### src/rtl/seg_enc_pkg.sv
package seg_enc_pkg;
  localparam int DATA_W    = 16;
  localparam int MIN_SEG_W = 4;
  localparam int NUM_SIZES = 3;
  localparam int SEL_W     = 2;
  localparam int SIZE_W    = 2;
  localparam int FLAG_W    = 2;
  localparam int HDR_W     = 2 * FLAG_W;
  localparam int CNT_W     = $clog2(DATA_W + 1);

  typedef enum logic [2:0] {
    OP_INV    = 3'd0,
    OP_INVC   = 3'd1,
    OP_REV    = 3'd2,
    OP_REVC   = 3'd3,
    OP_INVREV = 3'd4,
    OP_COMB   = 3'd5,
    OP_SPLIT  = 3'd6,
    OP_RSVD   = 3'd7
  } op_e;
endpackage

### src/rtl/seg_lane.sv
module seg_lane
  import seg_enc_pkg::*;
#(
  parameter int DW    = 16,
  parameter int SW    = 4,
  parameter int SL_W  = 2,
  parameter int CW    = 5
) (
  input  logic [DW-1:0]   word_i,
  input  logic [SL_W-1:0] sel_i,
  input  op_e             op_i,
  output logic [DW-1:0]   word_o,
  output logic [CW-1:0]   cnt_o,
  output logic [1:0]      flags_o
);
  localparam int NSEG = DW / SW;
  localparam int HALF = SW / 2;

  function automatic logic [SW-1:0] mirror(input logic [SW-1:0] v);
    logic [SW-1:0] r;
    for (int i = 0; i < SW; i++) r[i] = v[SW-1-i];
    return r;
  endfunction

  logic [SW-1:0] seg, seg_mir, stage, enc;
  logic          hit, do_inv, do_rev;
  logic [CW-1:0] pop;

  always_comb begin
    seg = '0;
    hit = 1'b0;
    for (int p = 0; p < NSEG; p++) begin
      if (int'(sel_i) == p) begin
        seg = word_i[p*SW +: SW];
        hit = 1'b1;
      end
    end
  end

  assign seg_mir = mirror(seg);
  assign pop     = CW'($countones(seg));

  always_comb begin
    do_inv = 1'b0;
    do_rev = 1'b0;
    unique case (op_i)
      OP_INV:    do_inv = 1'b1;
      OP_INVC:   do_inv = (int'(pop) > HALF);
      OP_REV:    do_rev = 1'b1;
      OP_REVC:   do_rev = (seg > seg_mir);
      OP_INVREV: begin do_inv = 1'b1; do_rev = 1'b1; end
      default:   ;
    endcase
  end

  // complement first, then mirror
  assign stage = do_inv ? ~seg : seg;
  assign enc   = do_rev ? mirror(stage) : stage;

  always_comb begin
    word_o = word_i;
    for (int p = 0; p < NSEG; p++) begin
      if (hit && int'(sel_i) == p) word_o[p*SW +: SW] = enc;
    end
  end

  assign cnt_o   = !hit ? '0 : (do_inv ? CW'(SW) - pop : pop);
  assign flags_o = hit ? {do_rev, do_inv} : 2'b00;
endmodule

### src/rtl/seg_flag_unit.sv
module seg_flag_unit
  import seg_enc_pkg::*;
(
  input  logic [HDR_W-1:0]  opa_i,
  input  logic [FLAG_W-1:0] opb_i,
  output logic [HDR_W-1:0]  hdr_o,
  output logic [FLAG_W-1:0] split_a_o,
  output logic [FLAG_W-1:0] split_b_o
);
  assign hdr_o     = {opa_i[FLAG_W-1:0], opb_i};
  assign split_a_o = opa_i[HDR_W-1:FLAG_W];
  assign split_b_o = opa_i[FLAG_W-1:0];
endmodule

### src/rtl/seg_encoder.sv
module seg_encoder
  import seg_enc_pkg::*;
(
  input  logic              clk_i,
  input  logic              rst_ni,
  input  logic              load_i,
  input  logic [DATA_W-1:0] load_data_i,
  input  logic              cfg_we_i,
  input  logic [SIZE_W-1:0] size_i,
  input  logic [SEL_W-1:0]  sel_i,
  input  logic              start_i,
  input  logic [2:0]        op_i,
  input  logic [HDR_W-1:0]  opa_i,
  input  logic [FLAG_W-1:0] opb_i,
  output logic [DATA_W-1:0] word_o,
  output logic [CNT_W-1:0]  cnt_o,
  output logic [FLAG_W-1:0] flags_o,
  output logic [HDR_W-1:0]  hdr_o,
  output logic [FLAG_W-1:0] split_a_o,
  output logic [FLAG_W-1:0] split_b_o,
  output logic              done_o
);
  op_e op;
  assign op = op_e'(op_i);

  logic [SIZE_W-1:0] size_q;
  logic [SEL_W-1:0]  sel_q;
  logic [DATA_W-1:0] word_q;
  logic [CNT_W-1:0]  cnt_q;
  logic [FLAG_W-1:0] flags_q;
  logic [HDR_W-1:0]  hdr_q;
  logic [FLAG_W-1:0] spa_q, spb_q;
  logic              done_q;

  logic [DATA_W-1:0] lane_word  [NUM_SIZES];
  logic [CNT_W-1:0]  lane_cnt   [NUM_SIZES];
  logic [FLAG_W-1:0] lane_flags [NUM_SIZES];

  // one lane per supported segment width
  for (genvar k = 0; k < NUM_SIZES; k++) begin : g_lane
    seg_lane #(
      .DW   (DATA_W),
      .SW   (MIN_SEG_W << k),
      .SL_W (SEL_W),
      .CW   (CNT_W)
    ) u_lane (
      .word_i  (word_q),
      .sel_i   (sel_q),
      .op_i    (op),
      .word_o  (lane_word[k]),
      .cnt_o   (lane_cnt[k]),
      .flags_o (lane_flags[k])
    );
  end

  logic [DATA_W-1:0] enc_word;
  logic [CNT_W-1:0]  enc_cnt;
  logic [FLAG_W-1:0] enc_flags;

  always_comb begin
    enc_word  = word_q;
    enc_cnt   = '0;
    enc_flags = '0;
    for (int k = 0; k < NUM_SIZES; k++) begin
      if (int'(size_q) == k) begin
        enc_word  = lane_word[k];
        enc_cnt   = lane_cnt[k];
        enc_flags = lane_flags[k];
      end
    end
  end

  logic [HDR_W-1:0]  fu_hdr;
  logic [FLAG_W-1:0] fu_spa, fu_spb;

  seg_flag_unit u_flags (
    .opa_i     (opa_i),
    .opb_i     (opb_i),
    .hdr_o     (fu_hdr),
    .split_a_o (fu_spa),
    .split_b_o (fu_spb)
  );

  logic is_enc;
  assign is_enc = (op_i <= 3'(OP_INVREV));

  always_ff @(posedge clk_i or negedge rst_ni) begin
    if (!rst_ni) begin
      size_q  <= '0;
      sel_q   <= '0;
      word_q  <= '0;
      cnt_q   <= '0;
      flags_q <= '0;
      hdr_q   <= '0;
      spa_q   <= '0;
      spb_q   <= '0;
      done_q  <= 1'b0;
    end else begin
      done_q <= 1'b0;
      if (cfg_we_i) begin
        size_q <= size_i;
        sel_q  <= sel_i;
      end
      if (load_i) begin
        word_q <= load_data_i;
      end else if (start_i) begin
        done_q <= 1'b1;
        if (is_enc) begin
          word_q  <= enc_word;
          cnt_q   <= enc_cnt;
          flags_q <= enc_flags;
        end else if (op == OP_COMB) begin
          hdr_q <= fu_hdr;
        end else if (op == OP_SPLIT) begin
          spa_q <= fu_spa;
          spb_q <= fu_spb;
        end
      end
    end
  end

  assign word_o    = word_q;
  assign cnt_o     = cnt_q;
  assign flags_o   = flags_q;
  assign hdr_o     = hdr_q;
  assign split_a_o = spa_q;
  assign split_b_o = spb_q;
  assign done_o    = done_q;
endmodule

### config.mk
export PLATFORM = sky130hd
export DESIGN_NAME = seg_encoder
export DESIGN_NICKNAME = d
export VERILOG_FILES = /design/src/rtl/seg_enc_pkg.sv /design/src/rtl/seg_lane.sv /design/src/rtl/seg_flag_unit.sv /design/src/rtl/seg_encoder.sv
export SDC_FILE = /design/constraint.sdc
export NUM_CORES = 1
export LEC_CHECK = 0
export ABC_AREA = 0
export BUFFER_PORTS_ARGS = -buffer_cell sky130_fd_sc_hd__buf_2
export CAP_MARGIN = 40
export CORE_MARGIN = 8
export CORE_UTILIZATION = 60
export CTS_BUF_LIST = sky130_fd_sc_hd__clkbuf_4 sky130_fd_sc_hd__clkbuf_8
export CTS_CLUSTER_SIZE = 30
export DETAILED_ROUTE_END_ITERATION = 16
export PLACE_DENSITY = 0.84
export SETUP_SLACK_MARGIN = 0.3
export SLEW_MARGIN = 20
export SYNTH_ARGS = -nofsm -noshare
export SYNTH_HDL_FRONTEND = slang
export SYNTH_SLANG_ARGS = --single-unit
### constraint.sdc
create_clock -name clk_i -period 15 [get_ports clk_i]
set_input_delay 2.25 -clock clk_i [delete_from_list [all_inputs] [get_ports clk_i]]
set_output_delay 2.25 -clock clk_i [all_outputs]
set_load 0.03 [all_outputs]
# Word-level counts from Yosys, hierarchy flattened
# Index checks and enable logic that the tools add are counted.
[totals]
register_bits = 36
inputBits = 34
out_inout_bits = 32
word_cells = 146
[classes]
add_sub_neg = 28
n_lt_le_gt_ge = 7
n_eq_ne = 14
n_mux = 53
n_bitwise = 6
reduce_logical = 26
[op_table]
columns = ["op", "count"]
rows = [
  ["16-bit two-way mux", 10],
  ["5-bit adder", 11],
  ["8-bit two-way mux", 6],
  ["5-bit two-way mux", 9],
  ["4-bit two-way mux", 10],
  ["1-bit by 1-bit adder with 2-bit output", 14],
  ["6-bit AND reduction", 4],
  ["4-bit nonzero test", 5],
  ["16-bit > comparator", 1],
  ["16-bit NOT", 1],
  ["2-bit two-way mux", 6],
  ["1-bit case mux with 2 select lines", 6],
  ["3-bit == test (second input constant)", 3],
  ["2-bit == test (second input constant)", 4],
  ["8-bit > comparator", 1],
  ["4-bit by 2-bit != test with 1-bit output (second input constant)", 2],
  ["8-bit NOT", 1],
  ["1-bit logical AND", 7],
  ["3-bit by 2-bit == test with 1-bit output (second input constant)", 2],
  ["1-bit two-way mux", 6],
  ["5-bit by 2-bit > comparator with 1-bit output (second input constant)", 1],
  ["5-bit by 3-bit > comparator with 1-bit output (second input constant)", 1],
  ["5-bit by 4-bit > comparator with 1-bit output (second input constant)", 1],
  ["5-bit AND reduction", 1],
  ["other kinds (16)", 21],
]

# Longest topological paths before layout
[logic_depth]
ltp_word = 18
ltp_mapped = 27
mapped_depth_nobuf = 23

# Modules after synthesis
# From an unflattened synthesis, not the netlist that was laid out.
[unflattened]
hier_cells = 717
hier_area_um2 = 5881.9
[by_module_without_submodules]
columns = ["mod", "n_inst", "cells_each", "area_per_inst_um2", "seq_area_each_um2"]
rows = [
  ["seg_encoder", 1, 204, 2129.5, 900.9],
  ["seg_lane at g_lane[2].u_lane", 1, 227, 1695.4, 0.0],
  ["seg_lane at g_lane[1].u_lane", 1, 195, 1376.3, 0.0],
  ["seg_lane at g_lane[0].u_lane", 1, 83, 620.6, 0.0],
  ["seg_flag_unit", 1, 8, 60.1, 0.0],
]

# Worst setup path before layout
# OpenSTA, ideal clock, no wires.
[synth_path]
kind = "register to register"
from = "reg sel_q[1]"
to = "reg word_q[4], in the netlist word_o[4]"
setup_ps = 122
t_arrival_ps = 5613
required_time_ps = 14878
slack_ps = 9266
stages_incl_launch_ff = 26
path_buffers = 4
synth_period_minus_slack_ps = 5734
cell_sequence = "dfrtp_1 -> buf_2 -> nor2_1 -> buf_2 -> buf_1 -> nand2_1 -> inv_1 -> ha_1 -> inv_1 -> fa_1 -> inv_1 -> fa_1 -> fa_1 -> fa_1 -> ha_1 -> inv_1 -> fa_1 -> xnor2_1 -> a221oi_1 -> o21ai_0 -> nor2b_1 -> buf_2 -> nand2_1 -> o22ai_1 -> nand2_1 -> a32o_1"
[synth_between]
elab_chain_cells = 18
elab_cells_between_ends = 77
cone_classes = "25 x add/sub; 6 x order compare; 5 x eq/ne; 32 x mux; 3 x bitwise; 6 x reduce/logical"
[synth_rtl]
columns = ["item", "line_no", "source"]
rows = [
  ["from (decl)", "seg_encoder.sv:27", "logic [SEL_W-1:0] sel_q;"],
  ["from (signal assigned)", "seg_encoder.sv:102", "sel_q <= sel_i;"],
  ["parallel branches: the longest is 18 deep, another holds 5-bit adder", "n/a", ""],
  ["to (signal assigned)", "seg_encoder.sv:105", "word_q <= load_data_i;"],
  ["to (signal assigned)", "seg_encoder.sv:109", "word_q <= enc_word;"],
  ["to (decl)", "seg_encoder.sv:28", "logic [DATA_W-1:0] word_q;"],
]
# Parallel ways; which one is timed is not known. The select of a mux whose other input is x is not followed.
# A chain may end at the register's enable or synchronous reset.

# Worst setup path in the final report
[layout_path]
from = "reg sel_q[0]"
to = "reg word_q[6], in the netlist word_o[6]"
# The elaborated chain is that of the path after synthesis.

==> flow_metrics.env <==
export IMPL_status="finished, final reports clean"
export IMPL_std_cell_rows=30
export IMPL_dieArea_sq_mm=0.0101
export IMPL_drc=0
export IMPL_ir_drop_uv=85.7
export IMPL_clkLatencyLatePin_ns=0.29
export IMPL_viasPerCell=6.21
export IMPL_maxCapViolations=0
export IMPL_avgRoutedWirePerCell_microns=19.4
export IMPL_initialDrtViolationCount=349
export IMPL_root_buffer="clkbuf_8"
export IMPL_drtAntennaViolNets=0
export IMPL_register_area_sq_um=901
export IMPL_synth_cell_types=56
export IMPL_grt_max_degree=37
export IMPL_gp_congestion=0.954
export IMPL_stdcell_count=637
export IMPL_drive_above_1_share=0.189
export IMPL_grt_overflow_total=0
export IMPL_clock_path_buffers=2
export IMPL_die_width_microns=100
export IMPL_syn_area_sq_mm=0.00428
export IMPL_pin_count=66
export IMPL_syn_inst=487
export IMPL_cts_setup_buffers=0
export IMPL_ys_warnings_count=0
export IMPL_die_y_microns=100
export IMPL_worstHoldPathCells=2
export IMPL_multi_input_area_sq_mm=0.00305
export IMPL_maxClockFrequency_mhz=152
export IMPL_arrival_ns=6.82
export IMPL_grt_pass1_vias=4013
export IMPL_drt_total_wl_microns=12300
export IMPL_path_depth=21
export IMPL_firstDrtPassIters=5
export IMPL_pre_cts_slack_ns=8.55
export IMPL_cp_cell_sequence="nor2_1, buf_4, nand2_1, inv_1, ha_1, inv_1, fa_1, inv_1, fa_1, fa_1, fa_1, ha_1, inv_1, fa_1, xnor2_1, a221oi_1, o21ai_0, nand2b_1, and3_1, a221oi_1, a32o_1"
export IMPL_start_kind="flop"
export IMPL_cts_tree="yes"
export IMPL_yosysSeqAreaShare=0.211
export IMPL_cp_common_cell="fa_1"
export IMPL_slew_headroom=0.461
export IMPL_grt_antenna_before_repair=0
export IMPL_fin_setup_tns_ns=0
export IMPL_portBuffers=65
export IMPL_dp_hpwl_microns=9720
export IMPL_clock_sinks=36
export IMPL_ys_ff_latch=36
export IMPL_async_reset_ff_frac=1.00
export IMPL_final_nets=630
export IMPL_rsz0062_at_grt="false"
export IMPL_post_route_period_util=0.440
export IMPL_initial_core_util=0.626
export IMPL_cts_max_level=2
export IMPL_hold_viol=0
export IMPL_syn_to_final_growth_pct=11.3
export IMPL_synth_nets=577
export IMPL_nFillCells=586
export IMPL_total_leakage_power_nw=2.44
export IMPL_n_antenna_cell=0
export IMPL_final_min_clock_period_ns=6.60
export IMPL_cpPeakStageDelay_ns=0.87
export IMPL_cts_buffers=5
export IMPL_slew_violations=0
export IMPL_fin_util=0.697
export IMPL_netlist_area_leader_share=0.211
export IMPL_synth_flop_cell="dfrtp_1"
export IMPL_critPathKind="reg -> reg"
export IMPL_synth_top_cell_by_area="dfrtp_1"
export IMPL_routed_via_count=3954
export IMPL_coreArea_sq_mm=0.00683
export IMPL_holdCritPathClass="reg -> reg"
export IMPL_postSynthAreaPerCell_sq_um=8.78
export IMPL_yosys_top_cells_area="dfrtp_1 (21%), ha_1 (12%), mux2i_1 (11%), fa_1 (7.5%), inv_1 (4.3%)"
export IMPL_worst_r2r_path_depth=21
export IMPL_cp_slowest_cell="dfrtp_1"
export IMPL_crit_path_end_kind="flop"
export IMPL_clk_pin_slew_ns=0.07
export IMPL_powerDensity_mw_per_mm2=136
export IMPL_clock_skew_ns=0.00358
export IMPL_grt_use_total=0.250
export IMPL_setup_viol=0
export IMPL_worst_slack_ns=8.40
export IMPL_cp_data_required_time_ns=15.22
export IMPL_holdBufCountCts=0
export IMPL_crit_family="adder cells"
export IMPL_worstMarginPinSlew_ns=0.809
export IMPL_ctsResizeCount=0
export IMPL_worst_path_max_fanout=29
export IMPL_cp_num_buf_inv=5
export IMPL_placed_cells=626
export IMPL_grt_pass1_wl_microns=20100
export IMPL_synth_edf_count=0
## per-stage QoR
stage	instance area [sq um]	hold slack, ns	power (mW)
finish	4760	0.482	0.649
global route	4760	0.511	0.703
CTS	4710	0.485	0.643
detailed placement	4610	0.470	0.567
global placement	4580	0.459	0.549
floorplan	4280	0.552	0.461
## synth_stat cells, types with 2 or more instances
library cell  count
buf_4             4
nand3_1           7
a21oi_1          25
a22oi_1           4
dfrtp_1          36
buf_2             8
nand2_1          49
o21ai_0          16
ha_1             40
o22ai_1           8
nand3b_1          3
a221oi_1          5
nor3_1            7
o21bai_1          2
mux2i_1          46
nor3b_1           2
clkbuf_1          7
o21a_1            2
nand2b_1          7
or4_1             4
a211o_1           2
a2bb2oi_1         4
buf_6             4
nor2b_1           7
mux2_2           11
o2111ai_1         2
nor2_1           37
xnor2_1          20
a32o_1            4
xor2_1           10
a21o_1            2
fa_1             16
and3_1            2
mux4_2            4
o211ai_1          5
a31oi_1           5
inv_1            49
buf_1             3
## final timing paths
check,from,endpoint,slack [ns]
worst max-delay path,sel_q[0]$_DFFE_PN0P_,word_o[6]$_DFFE_PN0P_,8.40
worst min-delay path,cnt_o[1]$_DFFE_PN0P_,cnt_o[1]$_DFFE_PN0P_,0.48
worst max register to register,sel_q[0]$_DFFE_PN0P_,word_o[6]$_DFFE_PN0P_,8.40
worst min register to register,cnt_o[1]$_DFFE_PN0P_,cnt_o[1]$_DFFE_PN0P_,0.48
max in group asynchronous,rst_ni,size_q[0]$_DFFE_PN0P_,12.84
min in group asynchronous,rst_ni,split_a_o[1]$_DFFE_PN0P_,1.77
## power breakdown
group / internal [mW] / total (mW) / switching [mW]
combinational: 0.172 / 0.427 / 0.255
clock: 0.0411 / 0.0751 / 0.0340
sequential: 0.117 / 0.148 / 0.0309
## final cells by class
class	count	area share
clock buffer	8	0.0205
inverter	49	0.0386
multi-input combinational	376	0.641
sequential	36	0.189
tap	96	0.0252
timing repair buffer	72	0.0857
## worst register-to-register path, delay by kind of cell (launching register included)
kind	cells	cell delay [ns]
buffers and inverters	5	0.48
DFF	1	0.87
adders and majority gates	7	2.79
xor gates and xnor gates	1	0.32
AOI/OAI and AO/OA	4	0.90
and+or+nand+nor	4	1.20
## cell usage in the layout, fill, tap and decap left out, drive strengths merged, types with 3 or more instances in the layout
master   synthesis  routed
buf             19      71
nand2           49      49
inv             49      49
mux2i           46      46
ha              40      40
nor2            37      37
dfrtp           36      36
a21oi           26      26
xnor2           20      20
o21ai           17      17
fa              16      16
mux2            11      11
xor2            10      10
clkbuf           7       9
o22ai            8       8
nand3            7       7
nor2b            7       7
nand2b           7       7
nor3             7       7
a31oi            5       5
o211ai           5       5
a221oi           5       5
or4              5       5
mux4             4       4
a22oi            4       4
a32o             4       4
a2bb2oi          4       4
nand3b           3       3
## metal layers
layer / track usage / routed length [microns] / vias up
li1: - / - / 1820
met1: 0.325 / 5180 / 1894
met2: 0.403 / 5690 / 205
met3: 0.0512 / 1090 / 35
met4: 0.0791 / 378 / 0
met5: 0 / 0 / -
## cell families after synthesis
kind of cell | share of synthesized area
AOI/OAI and AO/OA | 0.158
xor gates and xnor gates | 0.0614
adders and majority gates | 0.192
buffers and inverters | 0.0787
DFF | 0.211
muxes | 0.158
and+or+nand+nor | 0.142
## flip-flops by register name, summed over array words and instances (netlist names)
signal / flops
split_a_o: 2
cnt_o: 5
done_o: 1
hdr_o: 4
word_o: 16
split_b_o: 2
flags_o: 2
sel_q: 2
size_q: 2
Power figures use the tool's default switching activity.
